<file path="src/rtl/tst_pkg.sv">
package tst_pkg;
  localparam int unsigned SEL_W  = 3;
  localparam int unsigned MODE_W = 3;

  localparam logic [SEL_W-1:0]  TSEL_ITR    = 3'b010;
  localparam logic [SEL_W-1:0]  TSEL_CI0    = 3'b100;
  localparam logic [MODE_W-1:0] SMODE_OFF   = 3'b000;
  localparam logic [MODE_W-1:0] SMODE_EVENT = 3'b110;

  typedef struct packed {
    logic cen_set;
    logic flag_set;
  } start_evt_t;
endpackage

</file>
<file path="src/rtl/tst_edge_sync.sv">
module tst_edge_sync #(
  parameter int unsigned STAGES = 2
) (
  input  logic clk,
  input  logic rst_n,
  input  logic din,
  output logic rise
);
  generate
    if (STAGES == 0) begin : g_direct
      logic prev_q;
      always_ff @(posedge clk or negedge rst_n) begin
        if (!rst_n) prev_q <= 1'b0;
        else        prev_q <= din;
      end
      assign rise = din & ~prev_q;
    end else begin : g_sync
      logic [STAGES:0] chain_q;
      always_ff @(posedge clk or negedge rst_n) begin
        if (!rst_n) chain_q <= '0;
        else        chain_q <= {chain_q[STAGES-1:0], din};
      end
      assign rise = chain_q[STAGES-1] & ~chain_q[STAGES];
    end
  endgenerate
endmodule

</file>
<file path="src/rtl/tst_slave_ctrl.sv">
module tst_slave_ctrl
  import tst_pkg::*;
(
  input  logic              clk,
  input  logic              rst_n,
  input  logic [SEL_W-1:0]  trig_sel,
  input  logic [MODE_W-1:0] slave_mode,
  input  logic              ms_en,
  input  logic              sw_set,
  input  logic              flag_clr,
  input  logic              ci0_rise,
  input  logic              itr_rise,
  output start_evt_t        evt,
  output logic              flag,
  output logic              trig_out
);
  logic src_edge;
  logic accepted;
  logic start_req;
  logic pend_cen_q, pend_flag_q, trig_q, flag_q;

  always_comb begin
    case (trig_sel)
      TSEL_CI0: src_edge = ci0_rise;
      TSEL_ITR: src_edge = itr_rise;
      default:  src_edge = 1'b0;
    endcase
  end

  assign accepted  = (slave_mode == SMODE_EVENT) && src_edge;
  assign start_req = accepted | sw_set;

  always_ff @(posedge clk or negedge rst_n) begin
    if (!rst_n) begin
      pend_cen_q  <= 1'b0;
      pend_flag_q <= 1'b0;
      trig_q      <= 1'b0;
    end else begin
      pend_cen_q  <= start_req;
      pend_flag_q <= accepted;
      trig_q      <= start_req;
    end
  end

  assign evt.cen_set  = ms_en ? pend_cen_q  : start_req;
  assign evt.flag_set = ms_en ? pend_flag_q : accepted;

  always_ff @(posedge clk or negedge rst_n) begin
    if (!rst_n)            flag_q <= 1'b0;
    else if (evt.flag_set) flag_q <= 1'b1;
    else if (flag_clr)     flag_q <= 1'b0;
  end

  assign flag     = flag_q;
  assign trig_out = trig_q;
endmodule

</file>
<file path="src/rtl/tst_counter.sv">
module tst_counter #(
  parameter int unsigned CNT_W = 16
) (
  input  logic             clk,
  input  logic             rst_n,
  input  logic             cen_set,
  input  logic             cen_clr,
  output logic             cen,
  output logic [CNT_W-1:0] count
);
  logic             cen_q;
  logic [CNT_W-1:0] cnt_q;

  always_ff @(posedge clk or negedge rst_n) begin
    if (!rst_n)       cen_q <= 1'b0;
    else if (cen_set) cen_q <= 1'b1;
    else if (cen_clr) cen_q <= 1'b0;
  end

  always_ff @(posedge clk or negedge rst_n) begin
    if (!rst_n)     cnt_q <= '0;
    else if (cen_q) cnt_q <= cnt_q + 1'b1;
  end

  assign cen   = cen_q;
  assign count = cnt_q;
endmodule

</file>
<file path="src/rtl/trig_start_timer.sv">
module trig_start_timer
  import tst_pkg::*;
#(
  parameter int unsigned CNT_W    = 16,
  parameter int unsigned SYNC_LEN = 2
) (
  input  logic              clk,
  input  logic              rst_n,
  input  logic [SEL_W-1:0]  cfg_trig_sel,
  input  logic [MODE_W-1:0] cfg_slave_mode,
  input  logic              cfg_ms_en,
  input  logic              sw_cen_set,
  input  logic              sw_cen_clr,
  input  logic              sw_flag_clr,
  input  logic              ci0_in,
  input  logic              itr_in,
  output logic              trig_out,
  output logic [CNT_W-1:0]  count,
  output logic              cen,
  output logic              trig_flag
);
  logic       ci0_rise;
  logic       itr_rise;
  start_evt_t evt;

  tst_edge_sync #(.STAGES(SYNC_LEN)) u_ci0_sync (
    .clk(clk), .rst_n(rst_n), .din(ci0_in), .rise(ci0_rise)
  );

  tst_edge_sync #(.STAGES(0)) u_itr_edge (
    .clk(clk), .rst_n(rst_n), .din(itr_in), .rise(itr_rise)
  );

  tst_slave_ctrl u_ctrl (
    .clk(clk), .rst_n(rst_n),
    .trig_sel(cfg_trig_sel), .slave_mode(cfg_slave_mode), .ms_en(cfg_ms_en),
    .sw_set(sw_cen_set), .flag_clr(sw_flag_clr),
    .ci0_rise(ci0_rise), .itr_rise(itr_rise),
    .evt(evt), .flag(trig_flag), .trig_out(trig_out)
  );

  tst_counter #(.CNT_W(CNT_W)) u_cnt (
    .clk(clk), .rst_n(rst_n),
    .cen_set(evt.cen_set), .cen_clr(sw_cen_clr),
    .cen(cen), .count(count)
  );
endmodule

</file>
<file path="config.mk">
export PLATFORM = sky130hd
export DESIGN_NAME = trig_start_timer
export DESIGN_NICKNAME = d
export VERILOG_FILES = /design/src/rtl/tst_pkg.sv /design/src/rtl/tst_edge_sync.sv /design/src/rtl/tst_slave_ctrl.sv /design/src/rtl/tst_counter.sv /design/src/rtl/trig_start_timer.sv
export SDC_FILE = /design/constraint.sdc
export NUM_CORES = 1
export LEC_CHECK = 0
export BUFFER_PORTS_ARGS = -buffer_cell sky130_fd_sc_hd__buf_2
export CORE_MARGIN = 2
export CORE_UTILIZATION = 40
export DETAILED_ROUTE_END_ITERATION = 6
export GPL_ROUTABILITY_DRIVEN = 0
export MAX_ROUTING_LAYER = met4
export PLACE_DENSITY = 0.66
export SYNTH_ARGS = -nofsm -noshare
export SYNTH_HDL_FRONTEND = slang
export SYNTH_SLANG_ARGS = --single-unit
</file>
<file path="constraint.sdc">
create_clock -name clk -period 2.15 [get_ports clk]
set_input_delay 0.3225 -clock clk [delete_from_list [all_inputs] [get_ports clk]]
set_output_delay 0.3225 -clock clk [all_outputs]
set_load 0.005 [all_outputs]
</file>
# --- Yosys cells after proc, flatten, opt, wreduce, memory -nomap -nowiden ---
# Index checks and enable logic that the tools add are counted.
word_totals:
  output_inout_bits: 19
  register_bits: 24
  elab_cells: 26
  in_bits: 14
op_classes:
  addsub: 1
  n_reduce_logical: 3
  eq_ne: 3
  bitwise_logic: 5
  n_mux: 7
ops:
  columns: ["operator", "count"]
  rows:
  - ["$add 16x1->16 const B", 1]
  - ["$eq 3x3->1 const B", 2]
  - ["$mux 1", 6]
  - ["$reduce_bool 2->1", 2]
  - ["$eq 3x2->1 const B", 1]
  - ["$and 1x1->1", 2]
  - ["$not 1->1", 2]
  - ["$pmux 1 s2", 1]
  - ["$logic_and 1x1->1", 1]
  - ["$or 1x1->1", 1]

# --- Logic depth before layout (Yosys ltp) ---
# Gate-level depths: netlist of the first run.
depth:
  depth_word: 7
  ltp_mapped: 5

# --- Hierarchy ---
# From an unflattened synthesis of the first run, not the netlist that was laid out.
unflattened:
  cells_unflattened: 79
  area_unflattened_um2: 1056.0
by_module_without_submodules:
  columns: ["mod", "instances", "cells_each", "seq_area_each_um2", "area_each_um2"]
  rows:
  - ["tst_counter", 1, 58, 425.4, 753.2]
  - ["tst_slave_ctrl", 1, 15, 75.1, 175.2]
  - ["tst_edge_sync (u_ci0_sync)", 1, 4, 75.1, 88.8]
  - ["tst_edge_sync (u_itr_edge)", 1, 2, 25.0, 38.8]

# --- Least setup slack after synthesis of the first run ---
# No wires, ideal clock.
synth_timing:
  path_type: "flip-flop to flip-flop"
  from: "register u_cnt.cnt_q[0], in the netlist u_cnt.count[0]"
  to: "register u_cnt.cnt_q[10], in the netlist u_cnt.count[10]"
  setup_time_ns: 0.123
  n_path_buf: 0
  arrival_ns: 1.184
  synth_period_minus_slack_ns: 1.307
  path_slack_ns: 0.843
  path_stages_with_launch: 6
  cell_sequence: "dfrtp_1 > ha_1 > nand3_1 > nor2_1 > nand4_1 > xnor2_1"
synth_between:
  elab_chain_len: 1
synth_lines:
  columns: ["element", "line_no", "text"]
  rows:
  - ["from (decl)", "tst_counter.sv:12", "logic [CNT_W-1:0] cnt_q;"]
  - ["from (signal assigned)", "tst_counter.sv:22", "else if (cen_q) cnt_q <= cnt_q + 1'b1;"]
  - ["$add 16x1->16", "tst_counter.sv:22", null]
# Every way passes these cells.
# A chain may end at the register's enable or synchronous reset.

# --- Final worst setup path of the first run ---
# Ends and elaborated chain as after synthesis.

==> summary.txt, run 1 <==
Outcome
  – Result of the run: complete, no violations

Routing
  – DRC violations left: 0
  – DRC violation total after the first TritonRoute iteration: 4
  – Routed via count: 663
  – Total Wirelength: 1.72 mm
  – Mean number of vias per cell: 4.74
  – WL/cell: 12.3 um
  – Post-route antenna net violation count: 0
  – Detailed-router iteration count before antenna repair: 2

Logic synthesis
  – Synthesis Warnings: 0
  – Synthesized instance count: 77
  – Number of different library cells in the post-synthesis netlist: 23
  – Top cells by area in the synthesized netlist: sky130_fd_sc_hd__dfrtp_1 61%, sky130_fd_sc_hd__xnor2_1 8.9%, sky130_fd_sc_hd__xor2_1 4.4%
  – Share of the synthesized area in compound gates (AO/OA/AOI/OAI): 3.56%
  – Most frequent cells after synthesis: 24 x sky130_fd_sc_hd__dfrtp_1, 10 x sky130_fd_sc_hd__xnor2_1, 6 x sky130_fd_sc_hd__nand2_1
  – Number of nets produced by synthesis: 92
  – Largest family of logic cells by synthesized area: simple AND/OR/NAND/NOR gates
  – Leading area contributor after synthesis: sky130_fd_sc_hd__dfrtp_1
  – Simple-gate area share of the yosys netlist: 18.0%
  – Commonest register cell after synthesis: sky130_fd_sc_hd__dfrtp_1
  – #FFs+latches synth: 24
  – Fraction of synthesized area in multiplexers: 1.14%
  – Synth Area per Inst: 12.8 sq um
  – Post-synthesis share of cell area spent on xor and xnor gates: 13.3%
  – Proportion of synthesized flip-flops having asynchronous set or reset: 100%
  – Yosys top cell area share: 61.0%
  – Share of the yosys chip area belonging to registers: 61.0%
  – Cell area after synthesis: 985 sq um
  – Dominant cell by count in the synthesized netlist: sky130_fd_sc_hd__dfrtp_1
  – Number of enable flip-flop cells after synthesis: 0
  – Adder-cell area share of the yosys netlist: 1.27%

Floorplan
  – Core Area: 2280 sq um
  – Effective utilization at floorplan: 43.3%
  – Floorplan row count: 17
  – Y dimension of the die: 53.6 um
  – Die outline width: 53.6 um
  – Total die area: 2870 sq um
  – I/O pin cnt: 33

Critical path
  – Largest fanout of any net on the critical path: 4
  – Required @ worst endpoint: 2.35 ns
  – Critical path data arrival time: 1.64 ns
  – Origin of the worst setup path: u_cnt.count[0]
  – Startpoint of the worst register-to-register path: u_cnt.count[0]
  – Critical path endpoint category: register
  – FF-to-FF setup slack: 0.71 ns
  – Category of the worst setup path launch point: register
  – Critical setup path kind: reg -> reg

Clocking
  – CTS sink cnt: 24
  – Maximum number of buffers from clock root to sink: 2
  – TritonCTS clock tree: built
  – Worst-Skew Late Latency: 0.30 ns
  – Cts bufs inserted: 3
  – Number of setup buffers added after CTS: 0
  – PostCTS Resize Cnt: 0
  – H-tree depth: 1
  – CTS Root Cell: sky130_fd_sc_hd__clkbuf_4
  – Clock slew at the register clock pins of the worst setup and hold paths: 0.12 ns
  – Count of hold buffers inserted by post-cts repair: 1

Place
  – DP Wirelength: 1.29 mm
  – Standard cell area after detailed placement: 1170 sq um
  – Placement Setup Slack: 0.710 ns
  – IO Port Bufs: 32

Power
  – Maximum ir drop on the vdd rail: 0.486 mV
  – Power Density: 876 nW/um^2
  – Leakage: 0.620 nW

Min path
  – Worst hold path type: in -> reg
  – Source of the worst hold timing path: ci0_in

STA
  – Fin crit share: 67.0%
  – Pins Over Slew Limit: 0
  – Period minus WS final: 1.44 ns
  – Transition at the pin with the smallest max-transition slack: 0.517 ns
  – Number of hold violations in the final report: 0
  – Max Fclk: 694 MHz
  – Worst clock skew: 0.00447 ns
  – Worst slew slack as a fraction of its limit: 65.5%
  – TNS Setup: 0 ns
  – Post-route setup slack: 0.709 ns
  – Unrepaired setup endpoints after global routing: false
  – Final setup vio count: 0

Flow run
  – Count of maximum capacitance violations: 0

Finish
  – Finished layout cell area: 1210 sq um
  – Area growth from synthesis to layout: 22.6%
  – Fraction of final layout cells sized beyond drive strength 1: 37.5%
  – Total Nets Final: 129
  – Filler Cells Inserted: 211
  – Antenna Cells: 0

Global routing
  – Aggregate global-route resource usage: 14.9%
  – Maximum number of pins on one net before global-route repair: 25
  – Number of global-route vias before repair: 650
  – Global-route wire length before repair: 2.97 mm
  – Initial antenna violation count: 0
  – Overflow left after global routing: 0
[final timing paths]
path | endpoint | cells after the start
worst max-delay path | u_cnt.count[10] | 5
worst min-delay path | u_ci0_sync.g_sync.chain_q[0] | 1
worst max register to register | u_cnt.count[10] | 5
worst min register to register | u_ci0_sync.g_sync.chain_q[1] | 0
max in group asynchronous | u_cnt.cen | 2
min in group asynchronous | u_cnt.count[6] | 2
[worst max-delay path, cell delays in order (launching register included)]
cell and delay, ns:
sky130_fd_sc_hd__dfrtp_1 0.46, sky130_fd_sc_hd__ha_1 0.22, sky130_fd_sc_hd__nand3_1 0.10, sky130_fd_sc_hd__nor2_1 0.27, sky130_fd_sc_hd__nand4_1 0.16, sky130_fd_sc_hd__xnor2_1 0.14
[registers in the layout, summed over array words and instances, names as in the netlist]
signal                      count
u_ci0_sync.g_sync.chain_q       3
u_cnt.count                    16
u_cnt.cen                       1
u_ctrl.pend_flag_q              1
u_itr_edge.g_direct.prev_q      1
u_ctrl.pend_cen_q               1
u_ctrl.flag                     1
[cell families after synthesis]
group	Yosys count
mux	1
compound gates	6
buf+inv	4
xor+xnor	15
simple gates	26
flops	24
fa+ha+maj	1
[layout make-up]
cell class,count,area (sq um),area share [%]
Clock buffer,3,22.5,1.87
Inverter,3,11.3,0.933
Multi-Input combinational cell,49,368,30.5
Sequential cell,24,601,49.7
Tap cell,28,35.0,2.90
Timing Repair Buffer,33,170,14.1
[layer usage]
layer | vias up | GRT usage [%] | routed length [um] | part of all wire [%]
li1 | 335 | - | - | -
met1 | 308 | 20.5 | 866 | 50
met2 | 18 | 21.0 | 751 | 44
met3 | 2 | 3.33 | 87 | 5.1
met4 | 0 | 6.41 | 13 | 0.76
met5 | - | - | 0 | 0
[layout by cell type, fill, tap and decap left out]
master                           n
sky130_fd_sc_hd__nand4_1         3
sky130_fd_sc_hd__nand3_1         4
sky130_fd_sc_hd__o22ai_1         1
sky130_fd_sc_hd__and3_2          1
sky130_fd_sc_hd__and3_4          1
sky130_fd_sc_hd__mux2_2          1
sky130_fd_sc_hd__xnor2_1        10
sky130_fd_sc_hd__inv_1           3
sky130_fd_sc_hd__dlygate4sd3_1   1
sky130_fd_sc_hd__nand4_4         1
sky130_fd_sc_hd__o2111ai_1       1
sky130_fd_sc_hd__o21ai_0         2
sky130_fd_sc_hd__and4_4          1
sky130_fd_sc_hd__buf_2          32
sky130_fd_sc_hd__xor2_1          5
sky130_fd_sc_hd__dfrtp_1        24
sky130_fd_sc_hd__ha_1            1
sky130_fd_sc_hd__a21oi_1         2
sky130_fd_sc_hd__clkbuf_4        3
sky130_fd_sc_hd__nand2_1         6
sky130_fd_sc_hd__nor2_1          4
sky130_fd_sc_hd__nand4_2         1
sky130_fd_sc_hd__nor2_4          1
sky130_fd_sc_hd__nor2b_1         1
sky130_fd_sc_hd__nor4bb_1        2
[where the power goes]
group / internal, mW / switching, mW / total, mW
clock network: 0.0653 / 0.121 / 0.186
logic: 0.133 / 0.0988 / 0.231
registers: 0.527 / 0.113 / 0.641
[stage by stage]
stage                     std cells  hold slack, ns  power, mW  utilization [%]
after CTS                       140           0.103       1.08             53.1
after floorplan                  77          0.0269      0.763                -
after global placement          136           0.326      0.875             51.6
after global routing            140          0.0835       1.14             53.1
after detailed placement        136           0.326      0.888             51.6
final                           140           0.118       1.06             53.1
No activity file was read; power rests on OpenSTA's default activity.
==> inputs of run 2 (changes only) <==
Settings changed: PLACE_DENSITY 0.66 to 0.68.
Clock period 2.15 ns to 1.3 ns, I/O delays scaled along.
==> summary.txt, run 2 (synthesis gave the netlist of run 1 again) <==
STA
  – Final setup vio count: 0 (unchanged)
  – Number of hold violations in the final report: 0 (unchanged)
  – Pins Over Slew Limit: 0 (unchanged)
  – Fin crit share: 97.6% (was 67.0%)
  – Worst clock skew: 0.00381 ns (was 0.00447 ns)
  – Unrepaired setup endpoints after global routing: true (was false)
  – Worst hold slack after final layout: 0.0688 ns (was 0.118 ns)
  – Max Fclk: 788 MHz (was 694 MHz)
  – Period minus WS final: 1.27 ns (was 1.44 ns)
  – Transition at the pin with the smallest max-transition slack: 0.509 ns (was 0.517 ns)
  – TNS Setup: 0 ns (unchanged)
  – Worst slew slack as a fraction of its limit: 66.0% (was 65.5%)
  – Post-route setup slack: 0.0315 ns (was 0.709 ns)

Power
  – Leakage: 0.709 nW (was 0.620 nW)
  – Maximum ir drop on the vdd rail: 0.975 mV (was 0.486 mV)
  – Power Density: 1570 nW/um^2 (was 876 nW/um^2)

Routing
  – WL/cell: 12.9 um (was 12.3 um)
  – Routed via count: 764 (was 663)
  – Post-route antenna net violation count: 0 (unchanged)
  – Mean number of vias per cell: 4.90 (was 4.74)
  – Total Wirelength: 2.02 mm (was 1.72 mm)
  – DRC violation total after the first TritonRoute iteration: 7 (was 4)
  – DRC violations left: 0 (unchanged)
  – Detailed-router iteration count before antenna repair: 4 (was 2)

Place
  – DP Wirelength: 1.34 mm (was 1.29 mm)
  – Standard cell area after detailed placement: 1240 sq um (was 1170 sq um)
  – Placement Setup Slack: 0.0121 ns (was 0.710 ns)
  – IO Port Bufs: 32 (unchanged)

Global routing
  – Global-route wire length before repair: 3.17 mm (was 2.97 mm)
  – Aggregate global-route resource usage: 15.9% (was 14.9%)
  – Overflow left after global routing: 0 (unchanged)
  – Initial antenna violation count: 0 (unchanged)
  – Maximum number of pins on one net before global-route repair: 25 (unchanged)
  – Number of global-route vias before repair: 735 (was 650)

Finish
  – Most frequent cells in the layout: 32 x sky130_fd_sc_hd__buf_2, 21 x sky130_fd_sc_hd__dfrtp_1, 10 x sky130_fd_sc_hd__xnor2_1, 10 x sky130_fd_sc_hd__buf_4, 6 x sky130_fd_sc_hd__nand2_1 (was 32 x sky130_fd_sc_hd__buf_2, 24 x sky130_fd_sc_hd__dfrtp_1, 10 x sky130_fd_sc_hd__xnor2_1, 6 x sky130_fd_sc_hd__nand2_1, 5 x sky130_fd_sc_hd__xor2_1)
  – Filler Cells Inserted: 192 (was 211)
  – Most frequent standard cell in the layout excluding fill and tap cells: sky130_fd_sc_hd__buf_2 (unchanged)
  – Max reg flops: 16 (unchanged)
  – Antenna Cells: 0 (unchanged)
  – Area growth from synthesis to layout: 44.7% (was 22.6%)
  – Fraction of final layout cells sized beyond drive strength 1: 52.3% (was 37.5%)
  – Finished layout cell area: 1430 sq um (was 1210 sq um)
  – Total Nets Final: 144 (was 129)

Floorplan
  – Total die area: 2870 sq um (unchanged)
  – Die outline width: 53.6 um (unchanged)
  – Core Area: 2280 sq um (unchanged)
  – I/O pin cnt: 33 (unchanged)
  – Effective utilization at floorplan: 43.3% (unchanged)
  – Floorplan row count: 17 (unchanged)
  – Y dimension of the die: 53.6 um (unchanged)

Clocking
  – CTS Root Cell: sky130_fd_sc_hd__clkbuf_4 (unchanged)
  – Maximum number of buffers from clock root to sink: 2 (unchanged)
  – Cts bufs inserted: 3 (unchanged)
  – Worst-Skew Late Latency: 0.31 ns (was 0.30 ns)
  – CTS sink cnt: 24 (unchanged)
  – TritonCTS clock tree: built (unchanged)
  – H-tree depth: 1 (unchanged)
  – Clock slew at the register clock pins of the worst setup and hold paths: 0.13 ns (was 0.12 ns)

Flow run
  – Count of maximum capacitance violations: 0 (unchanged)

Critical path
  – Critical path endpoint category: register (unchanged)
  – Critical setup path kind: reg -> reg (unchanged)
  – Category of the worst setup path launch point: register (unchanged)
  – Worst R2R Path Depth: 5 (unchanged)
  – Largest fanout of any net on the critical path: 4 (unchanged)
  – Required @ worst endpoint: 1.51 ns (was 2.35 ns)
  – Critical path data arrival time: 1.48 ns (was 1.64 ns)

Min path
  – Worst hold path type: in -> reg (unchanged)
  – Hold Path Stages: 3 (was 1)

Outcome
  – Result of the run: complete, no violations (unchanged)
run 2: layout make-up:
| type | count | area, sq um | area share, % |
|---|---|---|---|
| Inverter | 3 | 11.3 | 0.790 |
| Sequential cell | 24 | 604 | 42.4 |
| Clock inverter | 1 | 30.0 | 2.11 |
| Multi-Input combinational cell | 49 | 423 | 29.7 |
| Tap cell | 28 | 35.0 | 2.46 |
| Timing Repair Buffer | 48 | 299 | 21.0 |
| Clock buffer | 3 | 22.5 | 1.58 |
run 2: power breakdown:
group | switching, mW | internal (mW)
logic | 0.276 | 0.401
clock network | 0.219 | 0.312
registers | 0.156 | 0.880
run 2: metrics by stage:
stage          util (%)  std cells  power, mW
2_1_floorplan         -         77       1.26
3_3_place_gp       54.7        145       1.57
3_5_place_dp       54.7        145       1.59
4_1_cts            58.5        152       2.13
5_1_grt            62.6        156       2.40
6_report           62.6        156       2.24
run 2: path summary, 6_finish.rpt:
path | start | end | slack, ns
worst max-delay path | u_cnt.count[0] | u_cnt.count[10] | 0.03
worst min-delay path | sw_cen_set | u_ctrl.pend_cen_q | 0.07
worst max register to register | u_cnt.count[0] | u_cnt.count[10] | 0.03
worst min register to register | u_ci0_sync.g_sync.chain_q[0] | u_ci0_sync.g_sync.chain_q[1] | 0.36
max in group asynchronous | rst_n | u_cnt.count[5] | 0.56
min in group asynchronous | rst_n | u_cnt.count[2] | 0.37
run 2: layer usage:
layer  track usage [%]  vias up  wire length [um]
met5                 -        -                 0
met4              7.69        0                31
met3              3.33        4               103
met2              24.1       21              1020
met1              20.4      374               857
li1                  -      365                 -
run 2: critical path: stages (launching register included):
cell and delay [ns]:
sky130_fd_sc_hd__dfrtp_1 0.44, sky130_fd_sc_hd__ha_4 0.17, sky130_fd_sc_hd__nand3_2 0.11, sky130_fd_sc_hd__nor2_4 0.18, sky130_fd_sc_hd__nand4_1 0.13, sky130_fd_sc_hd__xnor2_1 0.14
run 2: timing repair:
action	CTS	global route
hold endpoints to repair	26	0
setup buffers	0	4
pin swaps	1	8
cloned	0	0
hold buffers	3	0
gates resized for setup	1	15
endpoints found under the setup margin	3	9
